**src/rtl/align_pkg.sv**
```systemverilog
package align_pkg;
  localparam int SIG_W    = 53;
  localparam int SHIFT_W  = 6;
  localparam int FINE_W   = 3;
  localparam int SINGLE_W = 24;

  typedef struct packed {
    logic             capture;
    logic             single;
    logic [FINE_W-1:0] fineAmt;
    logic [SHIFT_W-FINE_W-1:0] coarseAmt;
  } alignCtrl_t;
endpackage

```
**src/rtl/align_ctrl.sv**
```systemverilog
module align_ctrl
  import align_pkg::*;
(
  input  logic               clk,
  input  logic               rstN,
  input  logic               inValid,
  input  logic [SHIFT_W-1:0] shiftAmt,
  input  logic               isSingle,
  output alignCtrl_t         ctrl,
  output logic               outValid
);
  // split the distance into fine and coarse parts
  always_comb begin
    ctrl.capture   = inValid;
    ctrl.single    = isSingle;
    ctrl.fineAmt   = shiftAmt[FINE_W-1:0];
    ctrl.coarseAmt = shiftAmt[SHIFT_W-1:FINE_W];
  end

  always_ff @(posedge clk or negedge rstN) begin
    if (!rstN) outValid <= 1'b0;
    else       outValid <= inValid;
  end

  assert_valid_follows_R1: assert property (@(posedge clk) disable iff (!rstN)
    1'b1 |=> (outValid == $past(inValid)));
endmodule

```
**src/rtl/align_datapath.sv**
```systemverilog
module align_datapath
  import align_pkg::*;
#(
  parameter int SIG_BITS   = SIG_W,
  parameter int SHIFT_BITS = SHIFT_W,
  parameter int FINE_BITS  = FINE_W,
  parameter int SGL_BITS   = SINGLE_W
) (
  input  logic                clk,
  input  logic                rstN,
  input  alignCtrl_t          ctrl,
  input  logic [SIG_BITS-1:0] sigIn,
  output logic [SIG_BITS-1:0] alignedSig,
  output logic                guardBit,
  output logic                roundBit,
  output logic                stickyBit
);
  localparam int EXT_W       = SIG_BITS + 2;
  localparam int PAD_W       = SIG_BITS - SGL_BITS;
  localparam int COARSE_BITS = SHIFT_BITS - FINE_BITS;
  localparam int STEP        = 1 << FINE_BITS;

  logic [SIG_BITS-1:0] effSig;
  logic [EXT_W-1:0]    extIn;
  logic [EXT_W-1:0]    fineLayer   [0:FINE_BITS];
  logic [EXT_W-1:0]    coarseLayer [0:COARSE_BITS];
  logic [EXT_W-1:0]    maskFine;
  logic [EXT_W-1:0]    maskCoarse;
  logic                stickyFine;
  logic                stickyCoarse;

  // precision placement: single operands go to the top of the path
  assign effSig = ctrl.single ? {sigIn[SGL_BITS-1:0], {PAD_W{1'b0}}} : sigIn;
  assign extIn  = {effSig, 2'b00};

  // fine stage: layers weighted 1, 2, 4
  assign fineLayer[0] = extIn;
  for (genvar k = 0; k < FINE_BITS; k++) begin : gFine
    assign fineLayer[k+1] = ctrl.fineAmt[k] ? (fineLayer[k] >> (1 << k)) : fineLayer[k];
  end

  // coarse stage: layers weighted 8, 16, 32
  assign coarseLayer[0] = fineLayer[FINE_BITS];
  for (genvar k = 0; k < COARSE_BITS; k++) begin : gCoarse
    assign coarseLayer[k+1] = ctrl.coarseAmt[k] ? (coarseLayer[k] >> (STEP << k)) : coarseLayer[k];
  end

  // mask generators, one per stage
  for (genvar i = 0; i < EXT_W; i++) begin : gMask
    assign maskFine[i]   = (int'(ctrl.fineAmt) > i);
    assign maskCoarse[i] = (int'(ctrl.coarseAmt) * STEP > i);
  end

  assign stickyFine   = |(extIn & maskFine);
  assign stickyCoarse = |(fineLayer[FINE_BITS] & maskCoarse);

  always_ff @(posedge clk or negedge rstN) begin
    if (!rstN) begin
      alignedSig <= '0;
      guardBit   <= 1'b0;
      roundBit   <= 1'b0;
      stickyBit  <= 1'b0;
    end else if (ctrl.capture) begin
      alignedSig <= coarseLayer[COARSE_BITS][EXT_W-1:2];
      guardBit   <= coarseLayer[COARSE_BITS][1];
      roundBit   <= coarseLayer[COARSE_BITS][0];
      stickyBit  <= stickyFine | stickyCoarse;
    end
  end

  // large distances flush everything into sticky
  assert_flush_large_R4: assert property (@(posedge clk) disable iff (!rstN)
    (ctrl.capture && ({ctrl.coarseAmt, ctrl.fineAmt} >= SHIFT_BITS'(EXT_W)))
    |=> (alignedSig == '0 && !guardBit && !roundBit && stickyBit == $past(|effSig)));

  // zero distance is a pass-through
  assert_zero_pass_R6: assert property (@(posedge clk) disable iff (!rstN)
    (ctrl.capture && ctrl.coarseAmt == '0 && ctrl.fineAmt == '0)
    |=> (alignedSig == $past(effSig) && !guardBit && !roundBit && !stickyBit));

  // idle cycles leave the result untouched
  assert_hold_idle_R7: assert property (@(posedge clk) disable iff (!rstN)
    !ctrl.capture |=> ($stable(alignedSig) && $stable(guardBit) &&
                       $stable(roundBit) && $stable(stickyBit)));

  // a sticky bit needs a nonzero operand
  assert_sticky_source_R3: assert property (@(posedge clk) disable iff (!rstN)
    (ctrl.capture && effSig == '0) |=> (!stickyBit && alignedSig == '0));

  // single precision leaves the low pad bits clear
  assert_single_pad_R5: assert property (@(posedge clk) disable iff (!rstN)
    (ctrl.capture && ctrl.single && ctrl.coarseAmt == '0 && ctrl.fineAmt == '0)
    |=> (alignedSig[PAD_W-1:0] == '0));
endmodule

```
**src/rtl/align_shifter.sv**
```systemverilog
module align_shifter
  import align_pkg::*;
(
  input  logic               clk,
  input  logic               rstN,
  input  logic               inValid,
  input  logic [SIG_W-1:0]   sigIn,
  input  logic [SHIFT_W-1:0] shiftAmt,
  input  logic               isSingle,
  output logic               outValid,
  output logic [SIG_W-1:0]   alignedSig,
  output logic               guardBit,
  output logic               roundBit,
  output logic               stickyBit
);
  alignCtrl_t ctrl;

  align_ctrl uCtrl (
    .clk(clk), .rstN(rstN), .inValid(inValid), .shiftAmt(shiftAmt),
    .isSingle(isSingle), .ctrl(ctrl), .outValid(outValid)
  );

  align_datapath uDp (
    .clk(clk), .rstN(rstN), .ctrl(ctrl), .sigIn(sigIn),
    .alignedSig(alignedSig), .guardBit(guardBit),
    .roundBit(roundBit), .stickyBit(stickyBit)
  );
endmodule

```
**config.mk**
```make
export PLATFORM = sky130hd
export DESIGN_NAME = align_shifter
export DESIGN_NICKNAME = d
export VERILOG_FILES = /design/src/rtl/align_pkg.sv /design/src/rtl/align_ctrl.sv /design/src/rtl/align_datapath.sv /design/src/rtl/align_shifter.sv
export SDC_FILE = /design/constraint.sdc
export NUM_CORES = 1
export LEC_CHECK = 0
export BUFFER_PORTS_ARGS = -buffer_cell sky130_fd_sc_hd__buf_2
export CELL_PAD_IN_SITES_DETAIL_PLACEMENT = 1
export CELL_PAD_IN_SITES_GLOBAL_PLACEMENT = 1
export CORE_UTILIZATION = 30
export DETAILED_ROUTE_END_ITERATION = 8
export GPL_TIMING_DRIVEN = 0
export PLACE_DENSITY = 0.6
export SYNTH_ARGS = -nofsm -noshare
export SYNTH_HDL_FRONTEND = slang
export SYNTH_SLANG_ARGS = --single-unit
```
**constraint.sdc**
```tcl
create_clock -name clk -period 1.9 [get_ports clk]
set_input_delay 0.38 -clock clk [delete_from_list [all_inputs] [get_ports clk]]
set_output_delay 0.38 -clock clk [all_outputs]
set_load 0.05 [all_outputs]
```
Yosys cells after proc, flatten, opt, wreduce, memory -nomap -nowiden
Index checks and enable logic that the tools add are counted.
Widths: inputs -> output; s select.
Word-level totals
  ROM bits: 0
  output and inout port bits: 57
  memories: 0
  logic and storage cells: 79
  RAM bits: 0
  bits of input ports: 63
  bits in latches: 0
  bits in registers: 57
Operators by class
  multipliers: 0
  equal/unequal tests: 0
  bitwise gates (word level): 3
  $lt $le $gt $ge: 62
  multiplexer cells: 7
  add/sub/neg operators: 0
  shift-type cells: 0
  reductions and logical operators: 2
  div/mod/pow operators: 0
Operators with widths (number)
  $mux 55: 6
  $gt 6x6->1 const B: 23
  $reduce_or 55->1: 2
  $gt 6x5->1 const B: 16
  $and 55x55->55: 1
  $and 55x7->55: 1
  $mux 53: 1
  $gt 6x4->1 const B: 8
  $gt 6x3->1 const B: 4
  $gt 6x1->1 const B: 2
  $gt 6x2->1 const B: 2
  $gt 3x3->1 const B: 3
  $gt 3x1->1 const B: 2
  $gt 3x2->1 const B: 2
  $or 1x1->1: 1

Logic depth before layout (Yosys ltp)
  depth in word-level cells: 7
  depth in mapped cells: 12
  gate-level depth less buffers: 7

Hierarchy
From an unflattened synthesis, not the netlist that was laid out.
Second synthesis, totals
  cells, all modules: 564
  area total of the unflattened synthesis: 5634.2 µm²
By module, submodules not included
  align_datapath: sequential area each 1401.3 µm², cells each 555, area an instance 5549.1 µm², times used 1
  align_ctrl: sequential area each 25.0 µm², cells each 9, area an instance 85.1 µm², times used 1

Worst setup path after synthesis
Ideal clock, no wire load.
  path type: input to register
  from: input shiftAmt[0]
  to: register uDp.stickyBit
  setup slack: -788 ps
  stages on the path: 9
  arrival: 2561 ps
  buffers on the path: 2
  data required time: 1773 ps
  library setup time: 127 ps
  cells stage by stage: buf_2 > buf_1 > mux4_2 > a22oi_1 > o311ai_1 > nor3_1 > a21oi_1 > nor4_2 > o22ai_1
On the way
  cells in the longest elaborated chain, start to end: 6
Ends and longest elaborated chain
  start: declaration: RTL line align_shifter.sv:8  | input logic [SHIFT_W-1:0] shiftAmt,
  $mux 55 (3 in series): RTL line align_datapath.sv:39  | assign fineLayer[k+1] = ctrl.fineAmt[k] ? (fineLayer[k] >> (1 << k)) : fineLayer[k];
  $and 55x55->55: RTL line align_datapath.sv:55  | assign stickyCoarse = |(fineLayer[FINE_BITS] & maskCoarse);
  $reduce_or 55->1: RTL line align_datapath.sv:55
  $or 1x1->1 *: RTL line align_datapath.sv:67  | stickyBit <= stickyFine | stickyCoarse;
  end signal: assignment: RTL line align_datapath.sv:67
  end: declaration: RTL line align_datapath.sv:16  | output logic stickyBit
Mark *: on every way between the ends. The rest lies on a longest branch, timed or not.
A chain may end at the register's enable or synchronous reset.

Worst setup path after layout
  from: input isSingle
  to: register uDp.stickyBit
On the way
  cells in the longest elaborated chain, start to end: 7
Ends and longest elaborated chain
  start: declaration: RTL line align_shifter.sv:9  | input logic isSingle,
  $mux 53 *: RTL line align_datapath.sv:33  | assign effSig = ctrl.single ? {sigIn[SGL_BITS-1:0], {PAD_W{1'b0}}} : sigIn;
  $mux 55 (3 in series): RTL line align_datapath.sv:39
  $and 55x55->55: RTL line align_datapath.sv:55
  $reduce_or 55->1: RTL line align_datapath.sv:55
  $or 1x1->1 *: RTL line align_datapath.sv:67
Marked as above.

==> summary.txt <==
Worst setup path
  • Reg-to-reg slack, setup: 1.06 ns
  • Critical Path End Type: flop
  • R2r worst-path depth: 2
  • Reg2reg end: uDp.alignedSig[34]
  • Startpoint Class: input port
  • Critical Path RT: 2.11 ns
  • Critical path fanouts, max: 5
  • Arrival time worst endpoint: 2.92 ns
  • R2r startpoint: uDp.alignedSig[34]
  • Setup crit start: isSingle
  • Setup CP Type: in -> reg
  • End of the critical path: uDp.stickyBit

Synth
  • Cells after Synth: 627
  • Largest family of logic cells by synthesized area: multiplexers
  • Synthesized flop and latch total: 57
  • XOR/XNOR Fraction of Synth Area: 0%
  • Syn nets: 690
  • Mux share of post-synthesis cell area: 36.61%
  • Syn. warnings: 0
  • Synth cell types: 57
  • Post-Synth Adder-Cell Area: 0%
  • Number of flops mapped to enable cells by yosys: 0
  • Avg Inst Size Synth: 9.549 um2
  • Synth Flop Type: dfrtp_1
  • Post-synthesis sequential area ratio: 23.82%
  • Mapped Area: 0.005987 mm2
  • Ys async rst share: 100.0%
  • Compound-Gate Fraction of Synth Area: 22.05%
  • Post-Synth Simple-Gate Area: 10.45%

Timing
  • Slew headroom: 41.88%
  • RSZ-0062 raised after global routing: true
  • Max frequency: 0.3680 GHz
  • Skew final: 0 ns
  • Final WS setup: -0.8174 ns
  • Final Critical Period: 2.717 ns
  • Worst-Margin Slew: 0.8718 ns
  • Slew Viols, Final: 0
  • Fin crit share: 143.0%
  • Final hold viol count: 0
  • Setup violators final: 50

Drt
  • Via-to-Cell Ratio: 6.167
  • Iter 0 DRT Violations: 465
  • Via count: 6728
  • Initial DRT Pass Iterations: 5
  • Drc violations: 0
  • Routed Antenna Nets: 0
  • WL per Instance: 27.23 um
  • Final wirelength: 29.71 mm

Floorplanning
  • # IOs: 120
  • Core area: 0.01953 mm2
  • Die ar.: 0.02052 mm2
  • DIE HEIGHT: 143.3 um
  • Starting Density: 30.66%
  • Rows: 51
  • Die W: 143.3 um

Status
  • Outcome: complete, but fails checks
  • Violated checks: setup timing

Placed design
  • I/O Buffers: 116
  • DP Wirelength: 21.82 mm
  • Inst Count DP: 1008
  • Final GP Congestion: 0.9298

Clock tree
  • CTS tree: built
  • Longest Clk Path Bufs: 2
  • CTS Buf Count: 9
  • Clock Sinks: 57
  • CTS root buf: clkbuf_16
  • Worst-path clk slew: 0.05 ns
  • Hold-fix buffers, CTS: 0
  • Clock Latency Late Sink: 0.33 ns
  • CTS H-tree lvls: 3

Power and ir drop
  • Clock group share of total power: 30.8%
  • Net switching power figure: 2.521 mW
  • Design Power: 6.641 mW
  • Worst VDD drop: 0.3290 mV
  • Sequential Power Share: 21.1%
  • PwrDens: 729.3 mW/mm2
  • Gate power share: 48.1%
  • Sw Share: 37.95%
  • Static Leak: 3.732 nW
  • Internal: 4.121 mW

Cells and area
  • Layout cells sized above 1: 57.14%
  • Most frequent cells in the layout: buf_2 (116), mux4_2 (60), nor2_1 (59)
  • ANT cells: 0
  • Synth-to-Final Area Change: 52.10%
  • Finished Layout Cells: 1091
  • Commonest non-fill, non-tap cell in the layout: buf_2
  • Final net count: 884

GRT
  • Initial antenna violation count: 0
  • Overflow after GRT: 0
  • Number of global-route vias before repair: 6761
  • Total GRT Usage: 29.01%
  • First-pass GRT wire length: 43.53 mm
  • Largest net degree at the start of global routing: 58

Job
  • Max Cap Viol: 0

Worst hold path
  • HP Class: in -> async
[per-stage QoR]
stage | cell area (um2) | hold slack (ns) | utilization [%] | setup slack (ns) | TNS, ns
final | 9106 | 0.09787 | 46.64 | -0.8174 | -22.93
after CTS | 8665 | 0.2280 | 44.37 | -0.7743 | -18.84
after global placement | 7118 | 0.4626 | 36.45 | -1.504 | -46.90
after floorplan | 6206 | 0.08441 | - | -0.5893 | -11.70
after detailed placement | 7118 | 0.4672 | 36.45 | -1.500 | -48.07
after global routing | 9106 | 0.1678 | 46.64 | -0.8397 | -24.09
[timing repair]
item / CTS / global route
gates resized for setup: 170 / 82
gates cloned: 2 / 0
pin swaps: 41 / 25
setup buffers: 48 / 24
setup endpoints to repair: 55 / 55
endpoints found under the hold margin: 0 / 0
[critical path, stage by stage]
cell	delay [ns]
buf_12	0.10
buf_16	0.12
mux4_2	0.58
mux4_2	0.54
nor4_4	0.36
a41o_1	0.26
a21oi_2	0.08
nor4_4	0.37
o22ai_1	0.13
[layout make-up]
type | instances | area (um2)
buffer | 59 | 461.7
multi-input combinational | 468 | 5010
fill | 2215 | 10420
tap | 265 | 331.6
clock inverter | 5 | 125.1
clock buffer | 11 | 252.7
timing repair buffer | 185 | 1344
sequential | 57 | 1426
inverter | 41 | 155.1
[worst min-delay path by stage]
| stage | to | slack (ns) | cells past startpoint |
|---|---|---|---|
| floorplan | uCtrl.outValid | 0.08 | 0 |
| global placement | uDp.alignedSig[14] | 0.46 | 1 |
| detailed placement | uDp.alignedSig[13] | 0.47 | 1 |
| CTS | uCtrl.outValid | 0.23 | 1 |
| global route | uDp.alignedSig[50] | 0.17 | 1 |
| finish | uDp.alignedSig[47] | 0.1 | 1 |
[cells in the mapped netlist (5+ instances only)]
cell type  count  area (um2)
o22a_1        10       87.58
a22oi_1       23       172.7
o21ai_0       13       65.06
mux2i_1       30       300.3
a211oi_1      10       75.07
a21oi_1       30       150.1
nand3_1        5       25.02
inv_1         39       146.4
o221ai_1      11       96.34
nor2_1        69       259.0
nand2b_1       7       43.79
clkbuf_1      31       116.4
mux4_2        60        1351
mux2_2        40       450.4
buf_2         17       85.08
o21ai_1       10       50.05
nand2_1       31       116.4
a31oi_1        5       31.28
nor3_1         6       30.03
buf_1         10       37.54
mux2_1         8       90.09
dfrtp_1       57        1426
o21a_1        12       90.09
o22ai_1       34       212.7
nor2b_1        5       31.28
[flip-flops by register name, summed over array words and instances (netlist names)]
signal,count
uDp.alignedSig,53
uDp.roundBit,1
uDp.guardBit,1
uDp.stickyBit,1
uCtrl.outValid,1
[cell families (layout without fill, tap and decap cells)]
family                 after synthesis  count (layout)
DFF                                 57              57
and+or+nand+nor                    139             139
muxes                              138             138
AOI/OAI and AO/OA                  191             191
buffers and inverters              102             301
[routing by layer]
metal | vias to the layer above | wire (um) | GRT usage (%)
li1 | 2834 | - | -
met1 | 3417 | 12150 | 37.81
met2 | 379 | 13600 | 45.29
met3 | 98 | 2307 | 5.969
met4 | 0 | 1648 | 15.12
met5 | - | 0 | 0
[power groups by stage]
| stage | Sequential [mW] | Combinational, mW | Clock (mW) |
|---|---|---|---|
| finish | 1.40 | 3.20 | 2.05 |
| global route | 1.41 | 3.31 | 2.14 |
| CTS | 1.40 | 2.89 | 2.09 |
| detailed placement | 1.42 | 2.39 | 0 |
| global placement | 1.41 | 2.36 | 0 |
| floorplan | 1.83 | 1.20 | 0 |
No activity file was read; power rests on OpenSTA's default activity.
